$ cat config.mk
export PLATFORM = sky130hd
export DESIGN_NAME = parity_err_capture
export DESIGN_NICKNAME = d
export VERILOG_FILES = /design/src/rtl/pec_pkg.sv /design/src/rtl/pec_lane_chk.sv /design/src/rtl/pec_capture.sv /design/src/rtl/pec_regs.sv /design/src/rtl/parity_err_capture.sv
export SDC_FILE = /design/constraint.sdc
export NUM_CORES = 1
export LEC_CHECK = 0
export ABC_AREA = 1
export BUFFER_PORTS_ARGS = -buffer_cell sky130_fd_sc_hd__buf_2
export CORE_ASPECT_RATIO = 1.1
export CORE_UTILIZATION = 40
export CTS_BUF_LIST = sky130_fd_sc_hd__clkbuf_8
export DETAILED_ROUTE_END_ITERATION = 12
export PLACE_DENSITY = 0.72
export SYNTH_ARGS = -nofsm -noshare
export SYNTH_HDL_FRONTEND = slang
export SYNTH_SLANG_ARGS = --single-unit
$ cat constraint.sdc
create_clock -name clk_i -period 3.7 [get_ports clk_i]
set_input_delay 0.555 -clock clk_i [delete_from_list [all_inputs] [get_ports clk_i]]
set_output_delay 0.555 -clock clk_i [all_outputs]
set_load 0.03 [all_outputs]
$ cat src/rtl/pec_pkg.sv
package pec_pkg;
  localparam int REG_W   = 16;
  localparam int LO_W    = 16;
  localparam int HI_W    = 4;

  localparam logic [1:0] SEL_STATUS = 2'd0;
  localparam logic [1:0] SEL_CTRL   = 2'd1;
  localparam logic [1:0] SEL_ADDR   = 2'd2;

  // status bit positions
  localparam int ST_GINT = 8;
  localparam int ST_PERR = 9;
  localparam int ST_PIEN = 11;
  localparam int ST_GIEN = 12;

  // control bit positions
  localparam int CT_ACK  = 8;
  localparam int CT_SRC  = 7;
  localparam int CT_SIDE = 6;

  typedef struct packed {
    logic            src;
    logic            side;
    logic [HI_W-1:0] hi;
    logic [LO_W-1:0] lo;
  } cap_t;
endpackage

$ cat src/rtl/pec_lane_chk.sv
module pec_lane_chk #(
  parameter int W = 8
) (
  input  logic [W-1:0] byte_i,
  input  logic         par_i,
  output logic         bad_o
);
  // even parity: odd count of ones over data plus parity bit is an error
  assign bad_o = ^{byte_i, par_i};
endmodule

$ cat src/rtl/pec_capture.sv
module pec_capture
  import pec_pkg::*;
(
  input  logic clk_i,
  input  logic rst_ni,
  input  logic hit_i,
  input  logic ack_i,
  input  cap_t cap_i,
  output logic flag_o,
  output cap_t cap_o
);
  logic flag_q;
  cap_t cap_q;

  always_ff @(posedge clk_i or negedge rst_ni) begin
    if (!rst_ni) begin
      flag_q <= 1'b0;
      cap_q  <= '0;
    end else if (hit_i && (ack_i || !flag_q)) begin
      // ack clears first, so a same-cycle error is taken
      flag_q <= 1'b1;
      cap_q  <= cap_i;
    end else if (ack_i) begin
      flag_q <= 1'b0;
    end
  end

  assign flag_o = flag_q;
  assign cap_o  = cap_q;
endmodule

$ cat src/rtl/pec_regs.sv
module pec_regs
  import pec_pkg::*;
(
  input  logic             clk_i,
  input  logic             rst_ni,
  input  logic             we_i,
  input  logic [1:0]       sel_i,
  input  logic [REG_W-1:0] wdata_i,
  input  logic             gen_int_i,
  input  logic             flag_i,
  input  cap_t             cap_i,
  output logic [REG_W-1:0] rdata_o,
  output logic             ack_o,
  output logic             pie_o,
  output logic             par_irq_o,
  output logic             gen_irq_o
);
  logic pie_q, gie_q;
  logic [REG_W-1:0] status_w, ctrl_w, addr_w;

  always_ff @(posedge clk_i or negedge rst_ni) begin
    if (!rst_ni) begin
      pie_q <= 1'b0;
      gie_q <= 1'b0;
    end else if (we_i && sel_i == SEL_STATUS) begin
      pie_q <= wdata_i[ST_PIEN];
      gie_q <= wdata_i[ST_GIEN];
    end
  end

  assign ack_o = we_i && (sel_i == SEL_CTRL) && wdata_i[CT_ACK];

  always_comb begin
    status_w          = '0;
    status_w[ST_GINT] = gen_int_i;
    status_w[ST_PERR] = flag_i;
    status_w[ST_PIEN] = pie_q;
    status_w[ST_GIEN] = gie_q;

    ctrl_w            = '0;
    ctrl_w[CT_SRC]    = cap_i.src;
    ctrl_w[CT_SIDE]   = cap_i.side;
    ctrl_w[HI_W-1:0]  = cap_i.hi;

    addr_w            = cap_i.lo;

    unique case (sel_i)
      SEL_STATUS: rdata_o = status_w;
      SEL_CTRL:   rdata_o = ctrl_w;
      SEL_ADDR:   rdata_o = addr_w;
      default:    rdata_o = '0;
    endcase
  end

  assign pie_o     = pie_q;
  assign par_irq_o = flag_i & pie_q;
  assign gen_irq_o = gen_int_i & gie_q;
endmodule

$ cat src/rtl/parity_err_capture.sv
module parity_err_capture
  import pec_pkg::*;
#(
  parameter int ADDR_W = 20,
  parameter int DATA_W = 16
) (
  input  logic              clk_i,
  input  logic              rst_ni,
  input  logic              rd_valid_i,
  input  logic [ADDR_W-1:0] rd_addr_i,
  input  logic [DATA_W-1:0] rd_data_i,
  input  logic [DATA_W/8-1:0] rd_par_i,
  input  logic              rd_src_i,
  input  logic              reg_we_i,
  input  logic [1:0]        reg_sel_i,
  input  logic [REG_W-1:0]  reg_wdata_i,
  output logic [REG_W-1:0]  reg_rdata_o,
  input  logic              gen_int_i,
  output logic              gen_irq_o,
  output logic              par_irq_o
);
  localparam int LANES = DATA_W / 8;
  localparam int UP_W  = ADDR_W - LO_W;

  logic [LANES-1:0] lane_bad;
  logic             side_sel;
  logic             hit;
  logic             ack;
  logic             flag_q;
  logic             pe_en_q;
  cap_t             cap_in, cap_q;

  for (genvar g = 0; g < LANES; g++) begin : g_lane
    pec_lane_chk #(.W(8)) u_lane (
      .byte_i (rd_data_i[g*8 +: 8]),
      .par_i  (rd_par_i[g]),
      .bad_o  (lane_bad[g])
    );
  end

  // lowest failing lane wins
  always_comb begin
    side_sel = 1'b0;
    for (int i = LANES - 1; i >= 0; i--)
      if (lane_bad[i]) side_sel = 1'(i);
  end

  assign hit = rd_valid_i && (|lane_bad);

  always_comb begin
    cap_in      = '0;
    cap_in.src  = rd_src_i;
    cap_in.side = side_sel;
    cap_in.hi   = HI_W'(rd_addr_i[ADDR_W-1 -: UP_W]);
    cap_in.lo   = rd_addr_i[LO_W-1:0];
  end

  pec_capture u_capture (
    .clk_i  (clk_i),
    .rst_ni (rst_ni),
    .hit_i  (hit),
    .ack_i  (ack),
    .cap_i  (cap_in),
    .flag_o (flag_q),
    .cap_o  (cap_q)
  );

  pec_regs u_regs (
    .clk_i     (clk_i),
    .rst_ni    (rst_ni),
    .we_i      (reg_we_i),
    .sel_i     (reg_sel_i),
    .wdata_i   (reg_wdata_i),
    .gen_int_i (gen_int_i),
    .flag_i    (flag_q),
    .cap_i     (cap_q),
    .rdata_o   (reg_rdata_o),
    .ack_o     (ack),
    .pie_o     (pe_en_q),
    .par_irq_o (par_irq_o),
    .gen_irq_o (gen_irq_o)
  );
endmodule

==> results.tsv, run 1 <==
metric	value	unit
hold_viol_final	0	
grt_max_degree	26	
dp_hpwl	2390	um
fin_tns_setup	0	ps
cp-start-kind	input pin	
clkSinkCount	25	
dieArea	4200	um^2
cts_buffers	3	
syn-instance-count	229	
synthTopCellsByArea	dfrtp_1 40%, nand2_1 23%, nand3_1 12%	
vias	1558	
worstPathMaxFanout	13	
critPathArrivalTime	1380	ps
rsz0062_at_grt	false	
leakagePower	1.22	nW
wl_per_cell	9.68	um
yosysSeqAreaShare	39.7	%
cts_root_buf	clkbuf_8	
clock_latency	260	ps
area_delta_synth_final	24.6	%
layout_min_cycle_time	1930	ps
avgSynthCellArea	6.89	um^2
rr_worst_depth	7	
coreArea	3710	um^2
power_density	551	nW/um^2
drive_above_1_share	30.9	%
rows	23	
cts_setup_buffers	0	
setup_viol	0	
clk_pin_slew	80	ps
slowest_stage	nor2_1	
dr.first_iter.drc_count	80	
cts_tree	built	
final_util	52.9	%
hold_class	in2async	
synth_cell_types	19	
grt.overflow.total	0	
finalCritPeriodShare	52.3	%
postCtsResizedCells	0	
ant_nets	0	
io_pins	80	
grt_pass1_wl	5280	um
maxCapViolCount	0	
status	finished, final reports clean	
slew_headroom	63.9	%
routed_wl	3300	um
critPathMaxStageDelay	290	ps
nets	354	
place_congestion	0.752	
fin_skew	1.43	ps
worst_slew_pin_slew	541	ps
synth_top_area_share	39.7	%
clockBufferDepth	2	
drt_pass1_iterations	4	
fp.dieW	61.9	um
via_per_inst	4.57	
worstSetupPathType	in2out	
drc	0	
ys_seq_elements	25	
chipHeight	67.9	um
grt_util_all_layers	16.6	%
worstPathRequired	3140	ps
cts_max_level	1	
max_freq	517	MHz
synth_top_area_cell	dfrtp_1	
hold_buffers	0	
total_power	1.08	mW
yosysWarnings	0	
end_kind	primary output	
initial_core_util	42.5	%
port_buffers	66	
synth_area	1580	um^2
antenna_found_initial	0	
path_cells	buf_2, nor2_1, nand2_1, nand2_1, buf_2	
peakVddDrop	0.000397	V
synth_nets	291	
grt_pass1_vias	1274	
slew_viol_final	0	
diodes	0	
[critical path, delay by kind of cell]
family                 cells  cell delay (ps)
and+or+nand+nor            3              440
buffers and inverters      2              370
[cells in the final DEF (no fill, tap or decap), drive strengths merged]
| cell | n |
|---|---|
| nand2 | 107 |
| buf | 66 |
| nand3 | 41 |
| inv | 30 |
| dfrtp | 25 |
| nor2 | 11 |
| clkbuf | 3 |
| xnor2 | 2 |
| mux2 | 2 |
| o21ai | 1 |
| a31oi | 1 |
| a21boi | 1 |
| nand3b | 1 |
[final timing paths]
| path | slack [ps] | endpoint | startpoint |
|---|---|---|---|
| min in group clk_i | 480 | u_capture.cap_o[17] | rd_addr_i[17] |
| max in group asynchronous | 3080 | u_capture.flag_o | rst_ni |
| hold / removal | 260 | u_capture.cap_o[14] | rst_ni |
| setup reg to reg | 2150 | u_capture.cap_o[13] | u_capture.flag_o |
| hold reg to reg | 510 | u_capture.cap_o[8] | u_capture.cap_o[8] |
| setup / recovery | 1770 | reg_rdata_o[8] | reg_sel_i[1] |
[cells in the mapped netlist (all sizes together)]
library cell and count:
nand2 107, nand3 41, inv 29, dfrtp 25
nor2 11, buf 6, clkbuf 2, mux2 2
xnor2 2, a21boi 1, a31oi 1, nand3b 1
o21ai 1
[metrics by stage]
step	std cells	hold WS, ps	area (um^2)	setup slack, ps
finish	341	265	1970	1770
global route	341	304	1970	1610
CTS	341	282	1970	1740
detailed placement	337	495	1920	1460
global placement	337	494	1920	1480
floorplan	229	259	1580	1930
[power breakdown]
group	switching, mW	total, mW	internal, mW
sequential	0.0643	0.460	0.396
combinational	0.297	0.469	0.172
clock	0.0807	0.155	0.0742
total	0.442	1.08	0.642
[per-layer routing]
layer,vias up,share of wire [%],GRT usage (%)
li1,830,-,-
met1,675,46,22.1
met2,49,47,27.7
met3,4,5.0,4.16
met4,0,1.2,2.78
met5,-,0,0
[cell families after synthesis]
group                     count (synthesis)  synth area share [%]
and+or+nand+nor                         160                  46.2
buffers and inverters                    37                  10.1
DFF                                      25                  39.7
AOI/OAI and AO/OA                         3                  1.59
xor gates and xnor gates                  2                  1.11
muxes                                     2                  1.43
[flip-flops by register name, indices dropped and copies added (netlist names)]
| register | flops |
|---|---|
| u_capture.cap_o | 22 |
| u_regs.gie_q | 1 |
| u_capture.flag_o | 1 |
| u_regs.pie_o | 1 |
[layout make-up]
type / count / area (um^2)
multi-input cells: 167 / 793
flip-flops and latches: 25 / 626
clock buffers: 3 / 41.3
inverters: 29 / 109
clock inverters: 1 / 3.75
repair buffers: 66 / 330
well taps: 50 / 62.6
fillers: 384 / 1750
Note: power is estimated with default switching activity, not from simulation.
==> run 2, diff against run 1 <==
--- a/config.mk
+++ b/config.mk
@@ -5,13 +5,13 @@
 export SDC_FILE = /design/constraint.sdc
 export NUM_CORES = 1
 export LEC_CHECK = 0
-export ABC_AREA = 1
+export ABC_AREA = 0
 export BUFFER_PORTS_ARGS = -buffer_cell sky130_fd_sc_hd__buf_2
 export CORE_ASPECT_RATIO = 1.1
 export CORE_UTILIZATION = 40
 export CTS_BUF_LIST = sky130_fd_sc_hd__clkbuf_8
 export DETAILED_ROUTE_END_ITERATION = 12
-export PLACE_DENSITY = 0.72
+export PLACE_DENSITY = 0.74
 export SYNTH_ARGS = -nofsm -noshare
 export SYNTH_HDL_FRONTEND = slang
 export SYNTH_SLANG_ARGS = --single-unit
==> constraint.sdc (replaced) <==
create_clock -name clk_i -period 1.9 [get_ports clk_i]
set_input_delay 0.285 -clock clk_i [delete_from_list [all_inputs] [get_ports clk_i]]
set_output_delay 0.285 -clock clk_i [all_outputs]
set_load 0.03 [all_outputs]
==> run 2 against run 1 <==
Against the previous run:
- the flow now finishes with violations (hold timing)
- first-iteration DRC count down 48%
- count of clock-buffer cells in the layout is the same
- design area is 4.8% lower
- register-to-register slack worse by 1800 ps
- total power is 120% higher
- hold slack lost 270 ps
- clock power rose by 100%
- worst setup slack worse by 1600 ps
- die area fell by 11%
- flip-flop and latch count did not move
- largest power group unchanged
==> results.tsv, run 2 <==
metric	value	unit
fin_skew	8.03	ps
place_congestion	0.713	
worstPathMaxFanout	11	
chipHeight	64.1	um
cts_max_level	1	
design_area	1870	um^2
drt_pass1_iterations	4	
final_cell_mix	66 x buf_2, 25 x dfrtp_1, 20 x mux2_4	
finalCritPeriodShare	90.2	%
cts_buffers	3	
coreArea	3330	um^2
power_density	1280	nW/um^2
cp-start-kind	input pin	
initial_core_util	42.1	%
yosys.cell_count.top_type	dfrtp_1	
synth_top_area_cell	dfrtp_1	
vias	1023	
fillers	282	
grt_max_degree	26	
total_power	2.40	mW
status	complete, but fails checks	
max_freq	584	MHz
synth_flop_cell	dfrtp_1	
drive_above_1_share	59.5	%
yosysWarnings	0	
io_pins	80	
async_reset_ff_share	100	%
nets	236	
setup_viol	0	
peakVddDrop	0.000451	V
clk_pin_slew	90	ps
synth_area	1400	um^2
maxCapViolCount	0	
worst_slew_pin_slew	554	ps
path_cells	buf_2, xnor2_1, xnor3_1, xnor2_1, o21a_4, buf_12, mux2_4	
avgSynthCellArea	14.0	um^2
grt.overflow.total	0	
hold_slack	-5.67	ps
grt_pass1_vias	1137	
syn-instance-count	100	
hold_class	in2async	
slew_headroom	63.0	%
hold_buffers	0	
dieArea	3750	um^2
cts_setup_buffers	0	
path_common_cell	xnor2_1	
wl_per_cell	13.7	um
ys_top_cells_by_count	25 x dfrtp_1, 20 x mux2_4, 8 x and2_1, 8 x xnor2_1, 6 x a22o_1	
yosysSeqAreaShare	44.6	%
end_kind	flop	
slew_viol_final	0	
via_per_inst	4.63	
synth_top_area_share	44.6	%
slowest_stage	xnor3_1	
ys_seq_elements	25	
largest_reg_flops	22	
dr.first_iter.drc_count	42	
clkSinkCount	25	
ant_nets	0	
grt_pass1_wl	4870	um
antenna_found_initial	0	
violations	hold timing	
leakagePower	0.962	nW
drc	0	
grt_util_all_layers	17.4	%
postCtsResizedCells	0	
final_util	56.2	%
rsz0062_at_grt	false	
clockBufferDepth	2	
port_buffers	66	
clock_latency	270	ps
fp.dieW	58.5	um
diodes	0	
layout_commonest_cell	buf_2	
synth_cell_types	21	
synthTopCellsByArea	dfrtp_1 45%, mux2_4 21%, xnor2_1 5.0%	
cts_root_buf	clkbuf_8	
dp_hpwl	2390	um
worstPathRequired	2060	ps
synth_nets	162	
synth_edf_count	0	
hold_viol_final	15	
critPathMaxStageDelay	420	ps
cts_tree	built	
layout_min_cycle_time	1710	ps
dpl-instance-area	1820	um^2
area_delta_synth_final	33.4	%
critPathArrivalTime	1870	ps
routed_wl	3020	um
rows	22	
worstSetupPathType	in2reg	
run 2: cell types whose count changed in the layout (fill, tap and decap cells not counted), sizes merged, moves of 4 or more:
cell,before,now
and2,0,9
nor2,11,5
mux2,2,23
buf,66,73
nand3,41,0
xnor2,2,10
nand2,107,2
inv,30,0
a22o,0,6
mux2i,0,4
run 2: layout make-up:
type	instances	area, um^2	area share (%)
Sequential cell	25	626	33.4
Clock inverter	1	7.51	0.401
Clock buffer	3	41.3	2.21
Multi-Input combinational cell	71	728	38.9
Timing Repair Buffer	73	408	21.8
Tap cell	48	60.1	3.21
run 2: logic make-up (layout without fill, tap and decap cells):
group / Yosys count / in the layout / share of synthesized area, %
DFF: 25 / 25 / 44.6
xor gates and xnor gates: 14 / 14 / 11.8
buffers and inverters: 4 / 77 / 3.48
muxes: 27 / 27 / 26.7
AOI/OAI and AO/OA: 11 / 11 / 6.24
and+or+nand+nor: 19 / 19 / 7.23
run 2: worst paths after layout:
kind / from / to / slack (ps) / cells past startpoint
max in group asynchronous: rst_ni / u_capture.cap_o[0] / 1530 / 1
max: rd_data_i[9] / u_capture.cap_o[4] / 190 / 7
min in group clk_i: rd_addr_i[18] / u_capture.cap_o[18] / 240 / 2
min reg2reg: u_capture.cap_o[15] / u_capture.cap_o[15] / 510 / 1
max reg2reg: u_capture.flag_o / u_capture.cap_o[4] / 380 / 5
min: rst_ni / u_capture.cap_o[19] / -6 / 1
run 2: critical path: cells and delay by family:
kind | cells | cell delay [ps]
AOI/OAI and AO/OA | 1 | 210
xor gates and xnor gates | 3 | 810
buffers and inverters | 2 | 250
muxes | 1 | 310
run 2: metrics by stage:
stage / setup WS [ps] / instances / setup TNS (ps) / hold WS [ps]
2_1_floorplan: 62.7 / 100 / 0 / -10.6
3_3_place_gp: -89.1 / 217 / -1670 / 296
3_5_place_dp: -113 / 217 / -2000 / 299
4_1_cts: 178 / 221 / 0 / 6.88
5_1_grt: 107 / 221 / 0 / 31.3
6_report: 187 / 221 / 0 / -5.67
run 2: metal layers:
layer | GRT usage [%] | part of all wire (%) | vias to the layer above
li1 | - | - | 491
met2 | 33.6 | 57 | 33
met5 | 0 | 0 | -
met3 | 2.83 | 3.9 | 2
met4 | 5.06 | 0.56 | 0
met1 | 18.8 | 39 | 497
run 2: report_power, final:
part / internal (mW) / total, mW / switching [mW]
Combinational: 0.660 / 1.14 / 0.479
Sequential: 0.792 / 0.943 / 0.151
Clock: 0.148 / 0.317 / 0.168
